==> src/rtl/attn_pkg.sv <==
package attn_pkg;
    typedef enum logic [1:0] {
        ST_BOOT = 2'd0,
        ST_HOLD = 2'd1,
        ST_LOAD = 2'd2
    } attn_state_t;
endpackage

==> src/rtl/attn_sync.sv <==
module attn_sync #(
    parameter int W      = 10,
    parameter int STAGES = 2
) (
    input  logic         clk,
    input  logic         rst_n,
    input  logic [W-1:0] din,
    output logic [W-1:0] dout
);
    logic [W-1:0] pipe [STAGES];

    generate
        for (genvar s = 0; s < STAGES; s++) begin : g_stage
            if (s == 0) begin : g_first
                always_ff @(posedge clk or negedge rst_n) begin
                    if (!rst_n) pipe[0] <= '0;
                    else        pipe[0] <= din;
                end
            end else begin : g_next
                always_ff @(posedge clk or negedge rst_n) begin
                    if (!rst_n) pipe[s] <= '0;
                    else        pipe[s] <= pipe[s-1];
                end
            end
        end
    endgenerate

    assign dout = pipe[STAGES-1];
endmodule

==> src/rtl/attn_shift.sv <==
module attn_shift #(
    parameter int W = 6
) (
    input  logic         clk,
    input  logic         rst_n,
    input  logic         shift_en,
    input  logic         bit_in,
    output logic [W-1:0] word,
    output logic         casc
);
    always_ff @(posedge clk or negedge rst_n) begin
        if (!rst_n)        word <= '1;
        else if (shift_en) word <= {word[W-2:0], bit_in};
    end

    assign casc = word[W-1];
endmodule

==> src/rtl/step_atten_ctrl.sv <==
module step_atten_ctrl #(
    parameter int WORD_W       = 6,
    parameter int SYNC_STAGES  = 2,
    parameter int PWRUP_CYCLES = 10_000_000
) (
    input  logic              clk,
    input  logic              rst_n,
    input  logic              mode_ser,
    input  logic              sclk,
    input  logic              sdata,
    input  logic              latch_en,
    input  logic [WORD_W-1:0] par_bits,
    input  logic              strap_a,
    input  logic              strap_b,
    output logic              casc_out,
    output logic [WORD_W-1:0] ctrl_word
);
    import attn_pkg::*;

    localparam int SYNC_W = WORD_W + 4;
    localparam int CNT_W  = $clog2(PWRUP_CYCLES + 1);
    localparam logic [CNT_W-1:0] CNT_LAST = CNT_W'(PWRUP_CYCLES - 1);
    localparam logic [WORD_W-1:0] CODE_MAX = '0;
    localparam logic [WORD_W-1:0] CODE_REF = '1;
    localparam logic [WORD_W-1:0] CODE_TOP = ~(WORD_W'(1) << (WORD_W - 1));
    localparam logic [WORD_W-1:0] CODE_TWO = ~(WORD_W'(3) << (WORD_W - 2));

    logic [SYNC_W-1:0] sync_out;
    logic              mode_s, le_s, sclk_s, sdata_s, sclk_d;
    logic [WORD_W-1:0] par_s, shreg;
    logic              shift_en;
    attn_state_t       state_q, state_n;
    logic [CNT_W-1:0]  boot_cnt;
    logic [WORD_W-1:0] strap_code;

    attn_sync #(.W(SYNC_W), .STAGES(SYNC_STAGES)) i_sync (
        .clk  (clk),
        .rst_n(rst_n),
        .din  ({mode_ser, latch_en, sclk, sdata, par_bits}),
        .dout (sync_out)
    );

    assign {mode_s, le_s, sclk_s, sdata_s, par_s} = sync_out;

    always_ff @(posedge clk or negedge rst_n) begin
        if (!rst_n) sclk_d <= 1'b0;
        else        sclk_d <= sclk_s;
    end

    // serial clock is masked while the strobe is high
    assign shift_en = sclk_s && !sclk_d && !le_s;

    attn_shift #(.W(WORD_W)) i_shift (
        .clk     (clk),
        .rst_n   (rst_n),
        .shift_en(shift_en),
        .bit_in  (sdata_s),
        .word    (shreg),
        .casc    (casc_out)
    );

    always_comb begin
        unique case ({strap_a, strap_b})
            2'b00:   strap_code = CODE_MAX;
            2'b10:   strap_code = CODE_TWO;
            2'b01:   strap_code = CODE_TOP;
            default: strap_code = CODE_REF;
        endcase
    end

    always_ff @(posedge clk or negedge rst_n) begin
        if (!rst_n)                  boot_cnt <= '0;
        else if (state_q == ST_BOOT) boot_cnt <= boot_cnt + 1'b1;
    end

    // state register
    always_ff @(posedge clk or negedge rst_n) begin
        if (!rst_n) state_q <= ST_BOOT;
        else        state_q <= state_n;
    end

    always_comb begin
        state_n = state_q;
        unique case (state_q)
            ST_BOOT: if (boot_cnt == CNT_LAST) state_n = le_s ? ST_LOAD : ST_HOLD;
            ST_HOLD: if (le_s)                 state_n = ST_LOAD;
            ST_LOAD: if (!le_s)                state_n = ST_HOLD;
            default:                           state_n = ST_BOOT;
        endcase
    end

    // output register
    always_ff @(posedge clk or negedge rst_n) begin
        if (!rst_n) begin
            ctrl_word <= CODE_MAX;
        end else begin
            unique case (state_q)
                ST_BOOT: ctrl_word <= le_s ? par_s : strap_code;
                ST_LOAD: ctrl_word <= mode_s ? shreg : par_s;
                default: ctrl_word <= ctrl_word;
            endcase
        end
    end
endmodule

==> config.mk <==
export PLATFORM = sky130hd
export DESIGN_NAME = step_atten_ctrl
export DESIGN_NICKNAME = d
export VERILOG_FILES = /design/src/rtl/attn_pkg.sv /design/src/rtl/attn_sync.sv /design/src/rtl/attn_shift.sv /design/src/rtl/step_atten_ctrl.sv
export SDC_FILE = /design/constraint.sdc
export NUM_CORES = 1
export LEC_CHECK = 0
export CORE_MARGIN = 2
export CORE_UTILIZATION = 45
export DETAILED_ROUTE_END_ITERATION = 6
export DONT_BUFFER_PORTS = 1
export SLEW_MARGIN = 5
export SYNTH_ARGS = -nofsm -noshare
export SYNTH_HDL_FRONTEND = slang
export SYNTH_HIERARCHICAL = 1
export SYNTH_SLANG_ARGS = --single-unit
==> constraint.sdc <==
create_clock -name clk -period 1.5 [get_ports clk]
set_input_delay 0.3 -clock clk [delete_from_list [all_inputs] [get_ports clk]]
set_output_delay 0.3 -clock clk [all_outputs]
set_load 0.01 [all_outputs]
==> results of run 1 <==
==> final cells by class <==
cell class / count / area share, %
Clock inverter: 4 / 1.75
Timing Repair Buffer: 23 / 6.92
Multi-Input combinational cell: 114 / 30.7
Tap cell: 70 / 3.07
Sequential cell: 59 / 51.9
Clock buffer: 12 / 5.43
Inverter: 1 / 0.131
==> kinds of logic after synthesis <==
family	Yosys count	share of synthesized area, %
adders and majority gates	1	0.508
buffers and inverters	20	5.85
and+or+nand+nor	65	15.0
xor gates and xnor gates	23	8.18
DFF	59	60.3
muxes	14	7.02
AOI/OAI and AO/OA	11	3.10
==> flip-flops by register name, summed over array words and instances (netlist names) <==
signal,cells
boot_cnt,24
ctrl_word,6
i_shift/word,6
i_sync/dout,10
i_sync/pipe,10
sclk_d,1
state_q,2
==> worst max-delay path, cell delays in order, from the launching register on <==
cell and delay, ps:
dfrtp_1 400, ha_2 200, or3b_4 400, nor2_4 110, and3_4 190, xor2_1 130
==> metrics by stage <==
| stage | worst slack (ps) | std cells |
|---|---|---|
| floorplan | 94.0 | 193 |
| global placement | 9.57 | 253 |
| detailed placement | -22.2 | 253 |
| CTS | -23.9 | 280 |
| global route | -59.4 | 283 |
| finish | 9.27 | 283 |
==> cell usage after synthesis, types with 4 or more instances <==
| cell | count |
|---|---|
| nand4_1 | 9 |
| nand2_1 | 19 |
| nor2_1 | 4 |
| nor2b_1 | 4 |
| mux2_4 | 6 |
| xor2_1 | 5 |
| xnor2_1 | 18 |
| dfrtp_1 | 53 |
| o21ai_0 | 5 |
| mux2i_1 | 6 |
| dfstp_2 | 6 |
| buf_4 | 12 |
| o221ai_1 | 4 |
| and3_1 | 8 |
| nand3_1 | 6 |
==> power groups by stage <==
stage	Combinational (mW)	Clock (mW)	Sequential, mW
floorplan	0.188	0	1.83
global placement	0.151	0	1.87
detailed placement	0.157	0	1.87
CTS	0.179	1.52	1.84
global route	0.193	1.60	1.86
finish	0.178	1.47	1.84
==> layer usage <==
metal	up-vias	track usage, %	wire length, um
li1	683	-	-
met1	751	20.7	1940
met2	35	21.8	1960
met3	11	6.63	239
met4	0	9.47	106
met5	-	0	0
==> worst max path at each step <==
stage	endpoint	slack [ps]	cells past startpoint
floorplan	i_shift/word[0]	90	5
global placement	boot_cnt[11]	10	4
detailed placement	boot_cnt[6]	-20	5
CTS	boot_cnt[6]	-20	5
global route	boot_cnt[6]	-60	5
finish	boot_cnt[6]	9	5
==> timing repair <==
item | 4_1_cts | 5_1_grt
gates cloned | 0 | 0
endpoints found under the setup margin | 6 | 13
endpoints found under the hold margin | 69 | 59
pin swaps | 0 | 1
resized for setup | 1 | 10
buffers inserted | 1 | 3
==> impl_metrics.py, run 1 <==
metrics = {
    "status": {
        "status": "finished, violations left",
        "violations": "hold timing",
    },
    "clocking": {
        "clockBufferDepth": 2,
        "clk_pin_slew_ps": 70,
        "htree_num_levels": 3,
        "cts_tree": "built",
        "postCtsHoldBufs": 10,
        "root_buffer": "clkbuf_8",
        "clk-insertion-delay-late_ps": 340,
        "clkSinkCount": 59,
        "cts_buffers": 9,
    },
    "yosys": {
        "synth_nets": 208,
        "synth_cell_types": 32,
        "dominantRegCellSynth": "dfrtp_1",
        "yosysTopAreaCell": "dfrtp_1",
        "synth-edff-count": 0,
        "postSynthAreaPerCell_sq_um": 12.8,
        "async_flop_share_pct": 100,
        "ys_seq_area_share_pct": 60.3,
        "netlist_top_cells_area": "dfrtp_1 (54%), dfstp_2 (6.4%), xnor2_1 (6.4%)",
        "syn_inst": 193,
        "yosysTopAreaCellShare_pct": 53.9,
        "synth-seq-cells": 59,
        "netlist_area_sq_um": 2460,
        "synth_warnings": 6,
    },
    "layout": {
        "seq_area_sq_um": 1480,
        "final_area_sq_um": 2860,
        "final_util_pct": 54.9,
        "multiInputGateArea_sq_um": 878,
        "drive_gt1_share_pct": 24.9,
        "area_growth_pct": 16.1,
        "n_antenna_cell": 0,
        "nFillCells": 445,
        "nNetsFinal": 223,
        "mostFrequentLayoutCells": "dfrtp_1 (53), nand2_1 (19), xnor2_1 (18)",
        "final_common_cell": "dfrtp_1",
    },
    "route": {
        "ant_nets": 0,
        "first_pass_iters": 4,
        "vias_per_cell": 5.23,
        "drc_errors": 0,
        "route.vias.total": 1480,
        "route.final.wire_length_um": 4250,
        "drt_first_iter_violations": 107,
        "post_drt_wl_per_cell_um": 15.0,
    },
    "timing": {
        "grt_setup_unrepaired": "yes",
        "fmax_mhz": 671,
        "slew_headroom_pct": 75.9,
        "tns_ps": 0,
        "setup_viol": 0,
        "finClkSkew_ps": 4.23,
        "min_period_ps": 1490,
        "tightestPinTransition_ps": 362,
        "timing.hold.ws_ps": -350,
        "hold_violations": 59,
        "timing.final.crit_share_pct": 99.4,
        "slew_violations": 0,
    },
    "setup_path": {
        "path_max_fanout": 3,
        "reg2reg_slack_ps": 9,
        "startpoint": "boot_cnt[1]",
        "worstRegToRegCells": 5,
        "r2r_start": "boot_cnt[1]",
        "worstPathRequired_ps": 1760,
        "reg2reg_to": "boot_cnt[6]",
        "cp-start-kind": "flip-flop",
        "worst-setup-path-type": "flip-flop to flip-flop",
        "end_kind": "flip-flop",
        "arrival_ps": 1750,
    },
    "global_route": {
        "grt_pass1_wl_um": 7090,
        "overflow": 0,
        "grt_usage_pct": 15.8,
        "grt_max_degree": 60,
        "grt_pass1_vias": 1475,
        "antenna_found_initial": 0,
    },
    "placed_design": {
        "postPlaceCellArea_sq_um": 2480,
        "port_buffers": 0,
        "gp_congestion": 0.773,
        "hpwl_um": 2810,
    },
    "power_and_ir_drop": {
        "finalPower_mw": 3.49,
        "p_leak_nw": 1.22,
        "p_sw_mw": 0.756,
        "combPwrFrac_pct": 5.1,
        "p_int_mw": 2.73,
        "vdd_ir_drop_max_v": 0.000767,
        "p_seq_share_pct": 52.8,
        "swShare_pct": 21.7,
        "p_per_area_nw_per_um2": 1220,
        "clockPowerShare_pct": 42.1,
    },
    "die": {
        "die_h_um": 78.0,
        "core_sq_um": 5200,
        "die_area_sq_um": 6080,
        "rows": 26,
        "initial_core_util_pct": 47.3,
        "io_pins": 21,
        "die_x_um": 78.0,
    },
    "job": {
        "max_cap_viol_count": 0,
    },
    "worst_hold_path": {
        "hold_path_class": "input pin to async pin",
    },
}
Power figures use the tool's default switching activity.
==> run 2: changes to the inputs <==
RECOVER_POWER = 100   (was not set)
==> run 2 against run 1 <==
Against the previous run: the flow still finishes with violations (hold timing); power about the same; non-clock buffer count unchanged; sequential cell count is the same; largest cell class unchanged; clock skew hardly changed; global-route usage unchanged; utilization is 0.38 points lower; worst hold slack lost 0.79 ps; sequential share of layout area rose by 0.37 points; critical path type unchanged; highest routed layer unchanged.
==> impl_metrics.py, run 2 (synthesized netlist as in run 1, its figures left out) <==
metrics = {
    "status": {
        "status": "finished, violations left",
        "violations": "hold timing",
    },
    "layout": {
        "mostFrequentLayoutCells": "dfrtp_1 (53), nand2_1 (19), xnor2_1 (18)",
        "final_area_sq_um": 2840,
        "drive_gt1_share_pct": 23.5,
        "area_growth_pct": 15.3,
        "largest_register_ffs": 24,
        "nFillCells": 445,
        "n_antenna_cell": 0,
        "final_common_cell": "dfrtp_1",
        "nNetsFinal": 223,
        "top_register": "boot_cnt",
    },
    "global_route": {
        "overflow": 0,
        "grt_pass1_vias": 1475,
        "antenna_found_initial": 0,
        "grt_usage_pct": 15.8,
        "grt_max_degree": 60,
        "grt_pass1_wl_um": 7090,
    },
    "route": {
        "post_drt_wl_per_cell_um": 15.0,
        "route.final.wire_length_um": 4240,
        "ant_nets": 0,
        "drt_first_iter_violations": 104,
        "drc_errors": 0,
        "vias_per_cell": 5.20,
        "route.vias.total": 1473,
        "first_pass_iters": 4,
    },
    "power_and_ir_drop": {
        "finalPower_mw": 3.49,
        "p_sw_mw": 0.756,
        "p_per_area_nw_per_um2": 1230,
        "p_int_mw": 2.73,
        "p_seq_share_pct": 52.8,
        "swShare_pct": 21.7,
        "p_leak_nw": 1.21,
        "vdd_ir_drop_max_v": 0.000767,
        "clockPowerShare_pct": 42.2,
        "combPwrFrac_pct": 5.0,
    },
    "placed_design": {
        "port_buffers": 0,
        "postPlaceCellArea_sq_um": 2480,
        "gp_congestion": 0.773,
        "hpwl_um": 2810,
    },
    "die": {
        "die_h_um": 78.0,
        "die_area_sq_um": 6080,
        "core_sq_um": 5200,
        "io_pins": 21,
        "die_x_um": 78.0,
        "initial_core_util_pct": 47.3,
        "rows": 26,
    },
    "setup_path": {
        "end_kind": "flip-flop",
        "reg2reg_to": "boot_cnt[6]",
        "r2r_start": "boot_cnt[1]",
        "path_max_fanout": 3,
        "worstPathRequired_ps": 1760,
        "worst-setup-path-type": "flip-flop to flip-flop",
        "arrival_ps": 1750,
        "worstRegToRegCells": 5,
        "reg2reg_slack_ps": 10,
        "cp-start-kind": "flip-flop",
    },
    "clocking": {
        "htree_num_levels": 3,
        "clk-insertion-delay-late_ps": 340,
        "postCtsHoldBufs": 10,
        "clockBufferDepth": 2,
        "clkSinkCount": 59,
        "cts_tree": "built",
        "root_buffer": "clkbuf_8",
        "cts_buffers": 9,
        "clk_pin_slew_ps": 70,
    },
    "timing": {
        "min_period_ps": 1490,
        "hold_violations": 59,
        "slew_headroom_pct": 75.9,
        "tns_ps": 0,
        "slew_violations": 0,
        "finClkSkew_ps": 4.45,
        "timing.hold.ws_ps": -351,
        "tightestPinTransition_ps": 361,
        "fmax_mhz": 672,
        "timing.final.crit_share_pct": 99.2,
        "setup_viol": 0,
        "grt_setup_unrepaired": "yes",
    },
    "job": {
        "max_cap_viol_count": 0,
    },
    "worst_hold_path": {
        "hold_path_class": "input pin to async pin",
    },
}
run 2: cell count changes in the layout (fill, tap and decap cells not counted), sizes merged:
cell    delta
buf        -5
clkbuf     +5
run 2: power groups by stage:
| stage | clock (mW) | sequential (mW) | combinational (mW) |
|---|---|---|---|
| after floorplan | 0 | 1.83 | 0.188 |
| after global placement | 0 | 1.87 | 0.151 |
| after detailed placement | 0 | 1.87 | 0.157 |
| after CTS | 1.52 | 1.84 | 0.179 |
| after global routing | 1.60 | 1.86 | 0.191 |
| final | 1.47 | 1.84 | 0.176 |
run 2: metal layers:
metal / GRT usage (%) / wire, um / up-vias
li1: - / - / 684
met1: 20.7 / 1950 / 748
met2: 21.8 / 1960 / 31
met3: 6.63 / 223 / 10
met4: 9.47 / 106 / 0
met5: 0 / 0 / -
run 2: critical path, stage by stage, from the launching register on:
cell and delay (ps):
dfrtp_1 390, ha_2 190, or3b_4 400, nor2_4 110
and3_4 190, xor2_1 130
run 2: final cells by class:
type,instances,area (sq um),area share [%]
Clock buffer,12,155,5.47
Clock inverter,4,50.0,1.76
Inverter,1,3.75,0.132
Multi-Input combinational cell,114,875,30.8
Sequential cell,59,1480,52.3
Tap cell,70,87.6,3.09
Timing Repair Buffer,23,181,6.40
run 2: per-stage QoR:
stage	worst slack, ps	std cells	utilization (%)
after CTS	-23.9	280	53.6
final	11.9	283	54.5
after global routing	-59.4	283	54.5
after detailed placement	-22.2	253	47.6
after global placement	9.57	253	47.6
after floorplan	94.0	193	-
run 2: worst max-delay path by stage:
| stage | cells past startpoint | end | from |
|---|---|---|---|
| 5_1_grt | 5 | boot_cnt[6] | boot_cnt[1] |
| 3_3_place_gp | 4 | boot_cnt[11] | state_q[0] |
| 6_report | 5 | boot_cnt[6] | boot_cnt[1] |
| 4_1_cts | 5 | boot_cnt[6] | boot_cnt[1] |
| 2_1_floorplan | 5 | i_shift/word[0] | i_sync/dout[8] |
| 3_5_place_dp | 5 | boot_cnt[6] | boot_cnt[0] |
run 2: timing repair:
action	CTS	global route
buffers inserted	1	3
pin swaps	0	1
cloned	0	0
setup endpoints to repair	6	13
endpoints found under the hold margin	69	59
resized for setup	1	10
==> run 3: changes to the inputs <==
CTS_BUF_LIST = sky130_fd_sc_hd__clkbuf_4   (was not set)
==> run 3 against run 2 <==
Against the previous run: the run still ends with hold timing left; clock skew is 5.4 ps higher; critical path depth stayed put; worst hold slack worse by 59 ps; sequential share of layout area is 1.5 points higher; register-to-register slack hardly changed; utilization is 1.5 points lower; sequential cell count stayed put; power is 11% lower; clock power is 27% lower; critical path type unchanged; largest power group unchanged.
==> impl_metrics.py, run 3 (synthesized netlist as in run 1, its figures left out) <==
metrics = {
    "clocking": {
        "cts_tree": "built",
        "clk_pin_slew_ps": 100,
        "cts_buffers": 9,
        "postCtsHoldBufs": 10,
        "clk-insertion-delay-late_ps": 390,
        "root_buffer": "clkbuf_4",
        "clkSinkCount": 59,
        "htree_num_levels": 3,
        "clockBufferDepth": 2,
    },
    "power_and_ir_drop": {
        "p_leak_nw": 1.17,
        "finalPower_mw": 3.10,
        "p_per_area_nw_per_um2": 1120,
        "vdd_ir_drop_max_v": 0.000675,
    },
    "setup_path": {
        "reg2reg_slack_ps": 9,
        "critPathTopFamily": "simple AND/OR/NAND/NOR gates",
        "cp_num_buf_inv": 0,
        "max_stage_delay_ps": 400,
        "path_max_fanout": 3,
        "worstPathRequired_ps": 1820,
        "arrival_ps": 1810,
        "worst-setup-path-type": "flip-flop to flip-flop",
        "end_kind": "flip-flop",
        "cp-start-kind": "flip-flop",
        "reg2reg_to": "boot_cnt[6]",
        "worstRegToRegCells": 5,
        "critPathSlowestCell": "dfrtp_1",
        "path_cells": "ha_2 > or3b_4 > nor2_4 > and3_4 > xor2_1",
        "r2r_start": "boot_cnt[1]",
    },
    "layout": {
        "final_area_sq_um": 2760,
        "mostFrequentLayoutCells": "dfrtp_1 (53), nand2_1 (19), xnor2_1 (18)",
        "top_register": "boot_cnt",
        "n_antenna_cell": 0,
        "multiInputGateArea_sq_um": 875,
        "nFillCells": 451,
        "final_util_pct": 53.0,
        "largest_register_ffs": 24,
        "seq_area_sq_um": 1480,
        "nNetsFinal": 222,
        "area_growth_pct": 12.0,
        "drive_gt1_share_pct": 22.6,
        "final_common_cell": "dfrtp_1",
    },
    "timing": {
        "fmax_mhz": 671,
        "setup_ws_ps": 9.18,
        "min_period_ps": 1490,
        "grt_setup_unrepaired": "yes",
        "hold_violations": 59,
        "slew_headroom_pct": 76.2,
        "slew_violations": 0,
        "timing.final.crit_share_pct": 99.4,
        "tightestPinTransition_ps": 357,
        "finClkSkew_ps": 9.82,
        "timing.hold.ws_ps": -410,
        "tns_ps": 0,
        "setup_viol": 0,
    },
    "job": {
        "max_cap_viol_count": 0,
    },
    "global_route": {
        "overflow": 0,
        "grt_pass1_wl_um": 6990,
        "grt_max_degree": 60,
        "antenna_found_initial": 0,
        "grt_pass1_vias": 1466,
        "grt_usage_pct": 15.3,
    },
    "placed_design": {
        "port_buffers": 0,
        "gp_congestion": 0.773,
        "post-place-ws_ps": -22.2,
        "postPlaceCellArea_sq_um": 2480,
        "hpwl_um": 2810,
    },
    "route": {
        "drt_first_iter_violations": 82,
        "ant_nets": 0,
        "post_drt_wl_per_cell_um": 14.7,
        "first_pass_iters": 4,
        "route.final.wire_length_um": 4140,
        "vias_per_cell": 5.17,
        "drc_errors": 0,
        "route.vias.total": 1459,
    },
    "status": {
        "violations": "hold timing",
        "status": "finished, violations left",
    },
    "die": {
        "die_h_um": 78.0,
        "io_pins": 21,
        "die_area_sq_um": 6080,
        "initial_core_util_pct": 47.3,
        "die_x_um": 78.0,
        "rows": 26,
        "core_sq_um": 5200,
    },
    "worst_hold_path": {
        "hold_path_class": "input pin to async pin",
    },
}
[run 3: power breakdown]
part           switching (mW)  internal (mW)
Clock                   0.569          0.513
Sequential             0.0964           1.74
Combinational          0.0433          0.133
Total                   0.709           2.39
[run 3: per-layer routing]
| layer | up-vias | GRT usage, % | routed length, um |
|---|---|---|---|
| met1 | 734 | 20.6 | 1960 |
| met5 | - | 0 | 0 |
| met2 | 33 | 21.4 | 1890 |
| li1 | 685 | - | - |
| met4 | 0 | 7.37 | 90 |
| met3 | 7 | 6.28 | 207 |
[run 3: final cells by class]
type	instances	area share, %
repair buffers	22	6.31
multi-input cells	114	31.7
clock buffers	10	2.72
clock inverters	6	2.09
well taps	70	3.18
flip-flops and latches	59	53.8
inverters	1	0.136
[run 3: stage by stage]
step | hold WS (ps) | instances
floorplan | 4.41 | 193
global placement | 6.69 | 253
detailed placement | 6.56 | 253
CTS | -436 | 280
global route | -451 | 282
finish | -410 | 282
[run 3: timing repair]
item,4_1_cts,5_1_grt
setup buffers,1,2
resized for setup,1,10
endpoints found under the hold margin,69,59
gates cloned,0,0
setup endpoints to repair,8,15
pin swaps,0,1
[run 3: worst max-delay path by stage]
stage / cells after the start / end / start
floorplan: 5 / i_shift/word[0] / i_sync/dout[8]
global placement: 4 / boot_cnt[11] / state_q[0]
detailed placement: 5 / boot_cnt[6] / boot_cnt[0]
CTS: 5 / boot_cnt[6] / boot_cnt[1]
global route: 5 / boot_cnt[6] / boot_cnt[1]
finish: 5 / boot_cnt[6] / boot_cnt[1]
